[src/rtl/sdl_pkg.sv]
package sdl_pkg;
    localparam int BEATS      = 4;
    localparam int HALF_BEATS = 2;
    localparam int BEAT_W     = $clog2(BEATS);
    localparam int WORD_W     = 64;
    localparam int LINE_W     = BEATS * WORD_W;

    typedef enum logic [2:0] {
        CMD_NOP  = 3'd0,
        CMD_ACT  = 3'd1,
        CMD_RD   = 3'd2,
        CMD_RDAP = 3'd3,
        CMD_WR   = 3'd4,
        CMD_WRAP = 3'd5
    } sdl_cmd_e;

    typedef enum logic [3:0] {
        ST_IDLE = 4'd0,
        ST_DPRE = 4'd1,
        ST_ACT  = 4'd2,
        ST_COL1 = 4'd3,
        ST_GAP  = 4'd4,
        ST_COL2 = 4'd5,
        ST_TAIL = 4'd6,
        ST_RWL  = 4'd7,
        ST_RP   = 4'd8
    } sdl_state_e;
endpackage

[src/rtl/sdl_beat_order.sv]
module sdl_beat_order
    import sdl_pkg::*;
(
    input  logic                         start_beat_0,
    input  logic                         start_beat_1,
    input  logic                         is_write,
    output logic [BEATS-1:0][BEAT_W-1:0] order
);
    logic              first_half;
    logic [BEAT_W-2:0] first_low;

    assign first_half = start_beat_1;
    // reads start at the critical beat, writes at the half's base
    assign first_low  = is_write ? '0 : (BEAT_W-1)'(start_beat_0);

    for (genvar k = 0; k < BEATS; k++) begin : g_slot
        localparam int   LOW    = k % HALF_BEATS;
        localparam logic SECOND = (k >= HALF_BEATS);
        logic [BEAT_W-2:0] low_k;
        if (k < HALF_BEATS) begin : g_first
            assign low_k = first_low + (BEAT_W-1)'(LOW);
        end else begin : g_second
            assign low_k = (BEAT_W-1)'(LOW);
        end
        assign order[k] = {first_half ^ SECOND, low_k};
    end

    always_comb begin
        logic [BEATS-1:0] seen;
        seen = '0;
        for (int k = 0; k < BEATS; k++) seen[order[k]] = 1'b1;

        order_perm_chk: assert (&seen || $isunknown(order))
            else $error("beat order is not a permutation");
    end
endmodule

[src/rtl/sdl_rd_track.sv]
module sdl_rd_track
    import sdl_pkg::*;
#(
    parameter int CAS_LAT = 2
) (
    input  logic              clk,
    input  logic              rst_n,
    input  logic              in_v,
    input  logic [BEAT_W-1:0] in_beat,
    input  logic [WORD_W-1:0] dram_rdata,
    output logic              out_v,
    output logic [BEAT_W-1:0] out_beat,
    output logic [WORD_W-1:0] out_data
);
    typedef struct packed {
        logic              v;
        logic [BEAT_W-1:0] beat;
    } tag_t;

    typedef struct packed {
        tag_t [CAS_LAT-1:0] pipe;
        logic               v;
        logic [BEAT_W-1:0]  beat;
        logic [WORD_W-1:0]  data;
    } trk_t;

    trk_t trk_q, trk_d;

    always_comb begin
        trk_d = trk_q;
        trk_d.pipe[0].v    = in_v;
        trk_d.pipe[0].beat = in_beat;
        for (int i = 1; i < CAS_LAT; i++) trk_d.pipe[i] = trk_q.pipe[i-1];
        trk_d.v    = trk_q.pipe[CAS_LAT-1].v;
        trk_d.beat = trk_q.pipe[CAS_LAT-1].beat;
        trk_d.data = trk_q.pipe[CAS_LAT-1].v ? dram_rdata : trk_q.data;
    end

    always_ff @(posedge clk or negedge rst_n) begin
        if (!rst_n) trk_q <= '0;
        else        trk_q <= trk_d;
    end

    assign out_v    = trk_q.v;
    assign out_beat = trk_q.beat;
    assign out_data = trk_q.data;


    rd_beat_distinct_chk: assert property (@(posedge clk) disable iff (!rst_n)
        (out_v && $past(out_v)) |-> (out_beat != $past(out_beat)))
        else $error("back-to-back read beats repeat an index");
endmodule

[src/rtl/sdram_line_seq.sv]
module sdram_line_seq
    import sdl_pkg::*;
#(
    parameter int ROW_W   = 12,
    parameter int BANK_W  = 2,
    parameter int COL_W   = 8,
    parameter int CAS_LAT = 2,
    parameter int COL_GAP = 4,
    localparam int ADDR_W = 3 + COL_W + BANK_W + ROW_W
) (
    input  logic              clk,
    input  logic              rst_n,
    input  logic              req_valid,
    input  logic              req_write,
    input  logic [ADDR_W-1:0] req_addr,
    input  logic [LINE_W-1:0] req_wdata,
    input  logic [2:0]        cfg_rwl,
    input  logic [1:0]        cfg_rp,
    output logic              ready,
    output logic [2:0]        cmd,
    output logic [BANK_W-1:0] cmd_bank,
    output logic [ROW_W-1:0]  cmd_row,
    output logic [COL_W-1:0]  cmd_col,
    output logic              wr_en,
    output logic [WORD_W-1:0] wr_data,
    output logic              dack,
    input  logic [WORD_W-1:0] dram_rdata,
    output logic              rd_valid,
    output logic [BEAT_W-1:0] rd_beat,
    output logic [WORD_W-1:0] rd_data
);
    localparam int GAP_LOAD = COL_GAP - 2;
    localparam int CNT_W    = (GAP_LOAD > 7) ? $clog2(GAP_LOAD + 1) : 3;
    localparam int CB_W     = COL_W - BEAT_W;

    typedef struct packed {
        sdl_state_e        state;
        logic [CNT_W-1:0]  cnt;
        logic              is_wr;
        logic [BANK_W-1:0] bank;
        logic [ROW_W-1:0]  row;
        logic [CB_W-1:0]   colbase;
        logic [BEAT_W-1:0] beat0;
        logic [LINE_W-1:0] line;
        logic [2:0]        rwl;
        logic [1:0]        rp;
        sdl_cmd_e          cmd;
        logic [COL_W-1:0]  col;
        logic              xv;
        logic [BEAT_W-1:0] slot;
        logic              dack;
    } seq_t;

    seq_t seq_q, seq_d;
    logic [BEATS-1:0][BEAT_W-1:0] order;
    logic [2:0] addr_lo_unused;

    assign addr_lo_unused = req_addr[2:0];

    sdl_beat_order u_order (
        .start_beat_0 (seq_q.beat0[0]),
        .start_beat_1 (seq_q.beat0[1]),
        .is_write     (seq_q.is_wr),
        .order        (order)
    );

    always_comb begin
        seq_d      = seq_q;
        seq_d.xv   = 1'b0;
        seq_d.cmd  = CMD_NOP;
        seq_d.dack = 1'b0;

        case (seq_q.state)
            ST_IDLE: begin
                if (req_valid) begin
                    seq_d.is_wr   = req_write;
                    seq_d.beat0   = req_addr[4:3];
                    seq_d.colbase = req_addr[5 +: CB_W];
                    seq_d.bank    = req_addr[3 + COL_W +: BANK_W];
                    seq_d.row     = req_addr[3 + COL_W + BANK_W +: ROW_W];
                    seq_d.line    = req_wdata;
                    seq_d.rwl     = cfg_rwl;
                    seq_d.rp      = cfg_rp;
                    seq_d.state   = req_write ? ST_DPRE : ST_ACT;
                end
            end
            ST_DPRE: seq_d.state = ST_ACT;
            ST_ACT:  seq_d.state = ST_COL1;
            ST_COL1: begin
                seq_d.state = ST_GAP;
                seq_d.cnt   = CNT_W'(GAP_LOAD);
            end
            ST_GAP: begin
                if (seq_q.cnt == '0) seq_d.state = ST_COL2;
                else                 seq_d.cnt   = seq_q.cnt - CNT_W'(1);
            end
            ST_COL2: seq_d.state = ST_TAIL;
            ST_TAIL: begin
                if (seq_q.is_wr && seq_q.rwl != 3'd0) begin
                    seq_d.state = ST_RWL;
                    seq_d.cnt   = CNT_W'(seq_q.rwl - 3'd1);
                end else begin
                    seq_d.state = ST_RP;
                    seq_d.cnt   = CNT_W'(seq_q.rp);
                end
            end
            ST_RWL: begin
                if (seq_q.cnt == '0) begin
                    seq_d.state = ST_RP;
                    seq_d.cnt   = CNT_W'(seq_q.rp);
                end else begin
                    seq_d.cnt = seq_q.cnt - CNT_W'(1);
                end
            end
            ST_RP: begin
                if (seq_q.cnt == '0) seq_d.state = ST_IDLE;
                else                 seq_d.cnt   = seq_q.cnt - CNT_W'(1);
            end
            default: seq_d.state = ST_IDLE;
        endcase

        // outputs registered alongside the state they belong to
        case (seq_d.state)
            ST_DPRE: seq_d.dack = 1'b1;
            ST_ACT: begin
                seq_d.cmd  = CMD_ACT;
                seq_d.dack = seq_d.is_wr;
            end
            ST_COL1: begin
                seq_d.cmd  = seq_d.is_wr ? CMD_WR : CMD_RD;
                seq_d.col  = {seq_d.colbase, order[0]};
                seq_d.xv   = 1'b1;
                seq_d.slot = BEAT_W'(0);
            end
            ST_COL2: begin
                seq_d.cmd  = seq_d.is_wr ? CMD_WRAP : CMD_RDAP;
                seq_d.col  = {seq_d.colbase, order[HALF_BEATS]};
                seq_d.xv   = 1'b1;
                seq_d.slot = BEAT_W'(HALF_BEATS);
            end
            default: ;
        endcase

        // second beat of each burst
        if (seq_q.state == ST_COL1) begin
            seq_d.xv   = 1'b1;
            seq_d.slot = BEAT_W'(1);
        end
        if (seq_q.state == ST_COL2) begin
            seq_d.xv   = 1'b1;
            seq_d.slot = BEAT_W'(HALF_BEATS + 1);
        end
    end

    always_ff @(posedge clk or negedge rst_n) begin
        if (!rst_n) seq_q <= '0;
        else        seq_q <= seq_d;
    end

    assign ready    = (seq_q.state == ST_IDLE);
    assign cmd      = seq_q.cmd;
    assign cmd_bank = seq_q.bank;
    assign cmd_row  = seq_q.row;
    assign cmd_col  = seq_q.col;
    assign dack     = seq_q.dack;
    assign wr_en    = seq_q.xv & seq_q.is_wr;
    assign wr_data  = seq_q.line[order[seq_q.slot] * WORD_W +: WORD_W];

    sdl_rd_track #(.CAS_LAT(CAS_LAT)) u_track (
        .clk        (clk),
        .rst_n      (rst_n),
        .in_v       (seq_q.xv & ~seq_q.is_wr),
        .in_beat    (order[seq_q.slot]),
        .dram_rdata (dram_rdata),
        .out_v      (rd_valid),
        .out_beat   (rd_beat),
        .out_data   (rd_data)
    );

    // cycle counter since the first column command, for the spacing check
    int unsigned gap_seen_q;
    always_ff @(posedge clk or negedge rst_n) begin
        if (!rst_n)                                 gap_seen_q <= 0;
        else if (cmd == CMD_RD || cmd == CMD_WR)    gap_seen_q <= 1;
        else if (gap_seen_q != 0 && gap_seen_q < 32'd100000) gap_seen_q <= gap_seen_q + 1;
    end


    col_spacing_chk: assert property (@(posedge clk) disable iff (!rst_n)
        (cmd == CMD_RDAP || cmd == CMD_WRAP) |-> (gap_seen_q == COL_GAP))
        else $error("second column command off its slot");


    dack_lead_chk: assert property (@(posedge clk) disable iff (!rst_n)
        (cmd == CMD_WR) |-> ($past(dack) && $past(dack, 2)))
        else $error("acknowledge did not lead the write");


    dack_read_chk: assert property (@(posedge clk) disable iff (!rst_n)
        (cmd == CMD_RD) |-> (!$past(dack) && !dack))
        else $error("acknowledge seen on a read");


    act_after_accept_chk: assert property (@(posedge clk) disable iff (!rst_n)
        (cmd == CMD_ACT && !dack) |-> $past(ready && req_valid))
        else $error("read activate without an accepted request");


    busy_not_ready_chk: assert property (@(posedge clk) disable iff (!rst_n)
        (wr_en || cmd != CMD_NOP) |-> !ready)
        else $error("ready while a sequence is active");
endmodule

[config.mk]
export PLATFORM = sky130hd
export DESIGN_NAME = sdram_line_seq
export DESIGN_NICKNAME = d
export VERILOG_FILES = /design/src/rtl/sdl_pkg.sv /design/src/rtl/sdl_beat_order.sv /design/src/rtl/sdl_rd_track.sv /design/src/rtl/sdram_line_seq.sv
export SDC_FILE = /design/constraint.sdc
export NUM_CORES = 1
export LEC_CHECK = 0
export BUFFER_PORTS_ARGS = -buffer_cell sky130_fd_sc_hd__clkbuf_2
export CORE_AREA = 3 3 196 198
export DETAILED_ROUTE_END_ITERATION = 7
export DIE_AREA = 0 0 199 201
export GPL_TIMING_DRIVEN = 0
export HOLD_SLACK_MARGIN = 0.1
export PLACE_DENSITY = 0.73
export SYNTH_ARGS = -nofsm -noshare
export SYNTH_HDL_FRONTEND = slang
export SYNTH_SLANG_ARGS = --single-unit
[constraint.sdc]
create_clock -name clk -period 2.9 [get_ports clk]
set_clock_uncertainty 0.05 [all_clocks]
set_input_delay 0.29 -clock clk [delete_from_list [all_inputs] [get_ports clk]]
set_output_delay 0.29 -clock clk [all_outputs]
set_load 0.02 [all_outputs]
Yosys cells after proc, flatten, opt, wreduce, memory -nomap -nowiden --
Cells that the tools add are included.
Word-level totals: register bits 379, bits in latches 0, RAM bits 0, bits in read-only memories 0, bits of input ports 354, memories 0
Operators by class: add/sub/neg operators 3, multipliers 0, div/mod/pow operators 0, order comparisons 1, equality and inequality tests 13, shift operators 1, mux-type cells 22, bitwise logic cells 4, reduce and logical (&&, ||, !) cells 10
Operators by type and width (count):
- $mux W284 | 2
- $shiftx A256 B9 Y64 | 1
- $pmux W4 S9 | 1
- $pmux W11 S2 | 1
- $eq A4 B3 Y1 const B | 5
- $mux W3 | 6
- $eq A4 B2 Y1 const B | 4
- $mux W4 | 4
- $pmux W3 S4 | 1
- $pmux W3 S3 | 1
- $eq A4 B1 Y1 const B | 2
- $reduce_bool A4 Y1 | 2
- $mux W7 | 1
- $sub A3 B1 Y3 const B | 2
- $bmux W2 S2 | 1
- $eq A4 B4 Y1 const B | 1
- $logic_not A4 Y1 | 1
- $mux W2 | 2
- $reduce_and A2 Y1 | 2
- $logic_not A3 Y1 | 1
- $lt A2 B3 Y1 const B | 1
- $reduce_bool A3 Y1 | 1
- $and A1 B1 Y1 | 2
- $ne A2 B2 Y1 const B | 1
- other kinds (7) | 8

Longest topological paths before layout --
depth after elaboration 8, gate-level depth with buffers 8, mapped depth without buffers 6

By module --
A second synthesis with hierarchy kept.
Unflattened totals: cells, all modules 1598, area, all modules 16607.2 um^2
Modules (own cells, without submodules):
- sdram_line_seq | times used 1, cells an instance 1442, area each 13626.8 um^2, sequential area each 7657.3 um^2
- sdl_rd_track | times used 1, cells an instance 144, area each 2904.0 um^2, sequential area each 1826.8 um^2
- sdl_beat_order | times used 1, cells an instance 12, area each 76.3 um^2, sequential area each 0.0 um^2

Worst setup path before layout --
No wires, ideal clock.
path type register to output, from register seq_q[298] (netlist bit), to output wr_data[11], arrival time 1.716 ns, path slack 0.844 ns, stages on the path, launching flop included 7, buffers on the path 2, cells stage by stage dfrtp_1 > nand2b_4 > nor2_4 > xnor2_2 > buf_6 > buf_6 > mux4_2
Between the ends: cells in the longest elaborated chain, start to end 5
RTL lines:
- start: declaration | RTL line sdram_line_seq.sv:54 | seq_t seq_q, seq_d;
- start signal: assignment | RTL line sdram_line_seq.sv:157 | else seq_q <= seq_d;
- $mux W1 (*) | RTL line sdl_beat_order.sv:14 | assign first_low = is_write ? '0 : (BEAT_W-1)'(start_beat_0);
- $add A1 B1 Y1 | RTL line sdl_beat_order.sv:21 | assign low_k = first_low + (BEAT_W-1)'(LOW);
- $bmux W2 S2 (*) | RTL line sdram_line_seq.sv:167 | assign wr_data = seq_q.line[order[seq_q.slot] * WORD_W +: WORD_W];
- $mux W2 (implied by the code) (*) | RTL line sdram_line_seq.sv:167
- $shiftx A256 B9 Y64 (*) | RTL line sdram_line_seq.sv:167
- end: declaration | RTL line sdram_line_seq.sv:25 | output logic [WORD_W-1:0] wr_data,
Mark *: on every way between the ends. The rest lies on a longest branch, timed or not. The select of a mux whose other input is x is not followed.

Worst setup path after layout --
from register seq_q[298] (netlist bit), to output wr_data[25]
The elaborated chain is that of the path after synthesis.

==> impl_metrics.toml <==
[run_status]
status = "finished clean"

[synth]
synth_seq_area_share_pct = 54.9
synth_area_mm2 = 0.0173
ys_async_sr_fraction_pct = 100
synth-seq-cells = 379
synth_edf_count = 0
synth_nets = 1351
synth-main-ff-cell = "dfrtp_1"
yosysWarningCount = 0
ys_types = 53
syn-instance-count = 993
synth_area_per_cell_um2 = 17.4

[power]
seq_power_share_pct = 29.1
p_sw_share_pct = 37.9
p_switching_mw = 12.6
p_comb_share_pct = 53.7
power_frac_clock_pct = 17.1
vdd_drop_max_v = 0.000673
p_leak_nw = 12.1
p_int_mw = 20.6
power_density_mw_per_mm2 = 1290
power.total_mw = 33.2

[detailed_routing]
routedWlPerCell_um = 23.8
drtIter0Drc = 768
drtAntennaViolNets = 0
routed_via_density = 5.26
drc = 0
wl_um = 57700
dr.pass1.iters = 5
vias = 12700

[floorplan]
die_area_mm2 = 0.0400
rows = 70
pin_count = 513
die_w_um = 199
die_h_um = 201
start_util_pct = 47.0
coreArea_mm2 = 0.0367

[placement]
place_congestion = 0.862
io_buffers = 509
dp_hpwl_um = 35700
dpl_cell_area_mm2 = 0.0205

[critical_path]
slowest_stage = "mux4_2"
critical_path_arrival_ns = 2.51
end_kind = "primary output"
cp_max_fo = 6
rr_startpoint = "seq_q[299]$_DFFE_PN0P_"
critical_path.most_common_cell = "buf_12"
critical_path_class = "flip-flop to primary output"
path_cells = "nand2b_4, nor2_4, xnor2_2, buf_12, buf_12, buf_12, mux4_2, buf_4"
critical_path_required_ns = 2.56
reg2reg_slack_ns = 0.77
critPathLaunchType = "flip-flop"
slowest_delay_ns = 0.52
r2r.worst_path.cells = 5
r2r-end = "cmd_col[5]$_DFFE_PN0P_"

[sta]
drv_slew = 0
worst_slew_pin_slew_ns = 0.872
rsz0062_at_grt = "yes"
hold_viol_final = 0
setup_viol = 0
layout_min_cycle_time_ns = 2.85
max_freq_mhz = 351
layout_worst_path_cycle_share_pct = 98.1
relSlewSlack_pct = 41.8

[global_routing]
grt_pass1_vias = 14700
grt_max_degree = 114
antenna_found_initial = 15
grt-ovfl-total = 0
grt_pass1_wl_um = 86700
track_usage_pct = 28.6

[min_path]
holdPathStages = 4
min_to = "seq_q[303]$_DFF_PN0_"
hp-start = "req_valid"
min_path_type = "input port to flip-flop"

[final_layout]
layout_common_cells = "clkbuf_2 (490), dfrtp_1 (378), dlygate4sd3_1 (349)"
regArea_mm2 = 0.00949
num-fill-cells = 2265
drive_above_1_share_pct = 51.9
multi_input_area_mm2 = 0.00683
fin_nets = 2267
final_area_mm2 = 0.0258
final_common_cell = "clkbuf_2"
area_delta_synth_final_pct = 49.2

[clock_network]
numClockSinks = 379
clkLatencyLatePin_ns = 0.55
cts_root_buf = "clkbuf_16"
htreeDepth = 2
cts_tree = "yes"
cts_buffer_depth = 3
clk_pin_slew_ns = 0.05
numCtsBuffers = 42

[job]
cap_violations = 0
==> final cells by class <==
class,count,area share (%)
inverter,6,0.0875
antenna,16,0.155
sequential,379,36.8
buffer,84,3.76
multi-input combinational,523,26.5
clock inverter,15,0.719
timing repair buffer,873,24.6
clock buffer,61,5.03
tap,468,2.27
==> synthesized netlist by cell type, types with 2 or more instances <==
cell type  number  area, µm²
nor4_1          3       18.8
o31ai_1         2       15.0
a2bb2oi_1       2       17.5
xnor2_1         2       17.5
inv_1           5       18.8
mux4_2         64       1440
nor2b_1         7       43.8
a21oi_1         7       35.0
clkbuf_1       11       41.3
nor3_1          5       25.0
a311oi_1        2       17.5
mux2_4        191       2870
mux2_1         85        957
a211oi_1        2       15.0
o21bai_1        2       15.0
nor2_1         11       41.3
o21ai_0         5       25.0
nand2b_1        5       31.3
nand3_1         3       15.0
buf_2           8       40.0
mux2_2         76        856
or3b_1          2       17.5
o21ai_1         5       25.0
dfrtp_1       379       9480
xor2_1          2       17.5
a21o_1          2       15.0
nand2_1        11       41.3
buf_6          16        180
and2_1          2       12.5
buf_12         22        440
a31oi_1         3       18.8
ha_1            4       50.1
buf_4          27        203
==> worst max-delay path: cells and delay by family, from the launching register on <==
family	cells	cell delay (ns)
flops	1	0.40
mux	1	0.52
xor+xnor	1	0.14
buf+inv	4	0.62
simple gates	2	0.24
==> worst max-delay path by stage <==
stage                               startpoint                      end  slack (ns)  cells after the start
after global placement                   rst_n  cmd_bank[1]$_DFFE_PN0P_       -6.89                      1
after floorplan           seq_q[298]$_DFF_PN0_              wr_data[11]        0.84                      6
after CTS                 seq_q[298]$_DFF_PN0_              wr_data[49]       -0.04                      8
final                     seq_q[298]$_DFF_PN0_              wr_data[25]        0.05                      8
after global routing      seq_q[298]$_DFF_PN0_              wr_data[25]       -0.06                      8
after detailed placement  seq_q[298]$_DFF_PN0_              wr_data[44]        0.37                      7
==> logic make-up after synthesis <==
logic type      share of synthesized area (%)
mux                                      35.5
xor+xnor                                0.297
compound gates                           1.53
simple gates                             2.01
flops                                    54.9
fa+ha+maj                               0.290
buf+inv                                  5.46
==> power by group through the flow <==
stage | clock network, mW | logic [mW] | registers, mW
2_1_floorplan | 0 | 11.2 | 9.66
4_1_cts | 5.73 | 17.6 | 9.47
6_report | 5.69 | 17.8 | 9.67
3_3_place_gp | 0 | 16.2 | 9.40
3_5_place_dp | 0 | 16.4 | 9.52
5_1_grt | 5.99 | 18.7 | 9.93
==> per-stage QoR <==
| stage | hold slack, ns | instances | util, % | setup TNS [ns] | setup WS (ns) |
|---|---|---|---|---|---|
| finish | 0.200 | 2425 | 70.2 | 0 | 0.0548 |
| global route | 0.255 | 2425 | 70.2 | -0.493 | -0.0648 |
| CTS | 0.174 | 2408 | 70.0 | -0.0542 | -0.0415 |
| detailed placement | 0.285 | 1973 | 55.8 | 0 | 0.372 |
| global placement | 0.281 | 1970 | 55.6 | -2589.43 | -6.89 |
| floorplan | -0.0556 | 993 | - | 0 | 0.844 |
==> registers in the layout, indices dropped and copies added (netlist names) <==
signal            flops
seq_q               280
u_track.out_data     64
cmd_row              12
cmd_col               8
u_track.trk_d         6
cmd                   3
cmd_bank              2
u_track.out_beat      2
dack                  1
u_track.out_v         1
==> routing by layer <==
layer  up-vias  routed length, µm  GRT usage (%)
li1       5469                  -              -
met1      6550              21800           33.2
met2       540              29700           49.7
met3       190               3250           6.04
met4         0               2960           14.7
met5         -                  0              0
==> repair_timing <==
action	4_1_cts	5_1_grt
hold buffers	349	0
gates resized for setup	24	36
buffers inserted	10	1
pin swaps	0	0
cloned	0	1
setup endpoints to repair	59	33
hold endpoints to repair	459	0
Note: power is estimated with default switching activity, not from simulation.
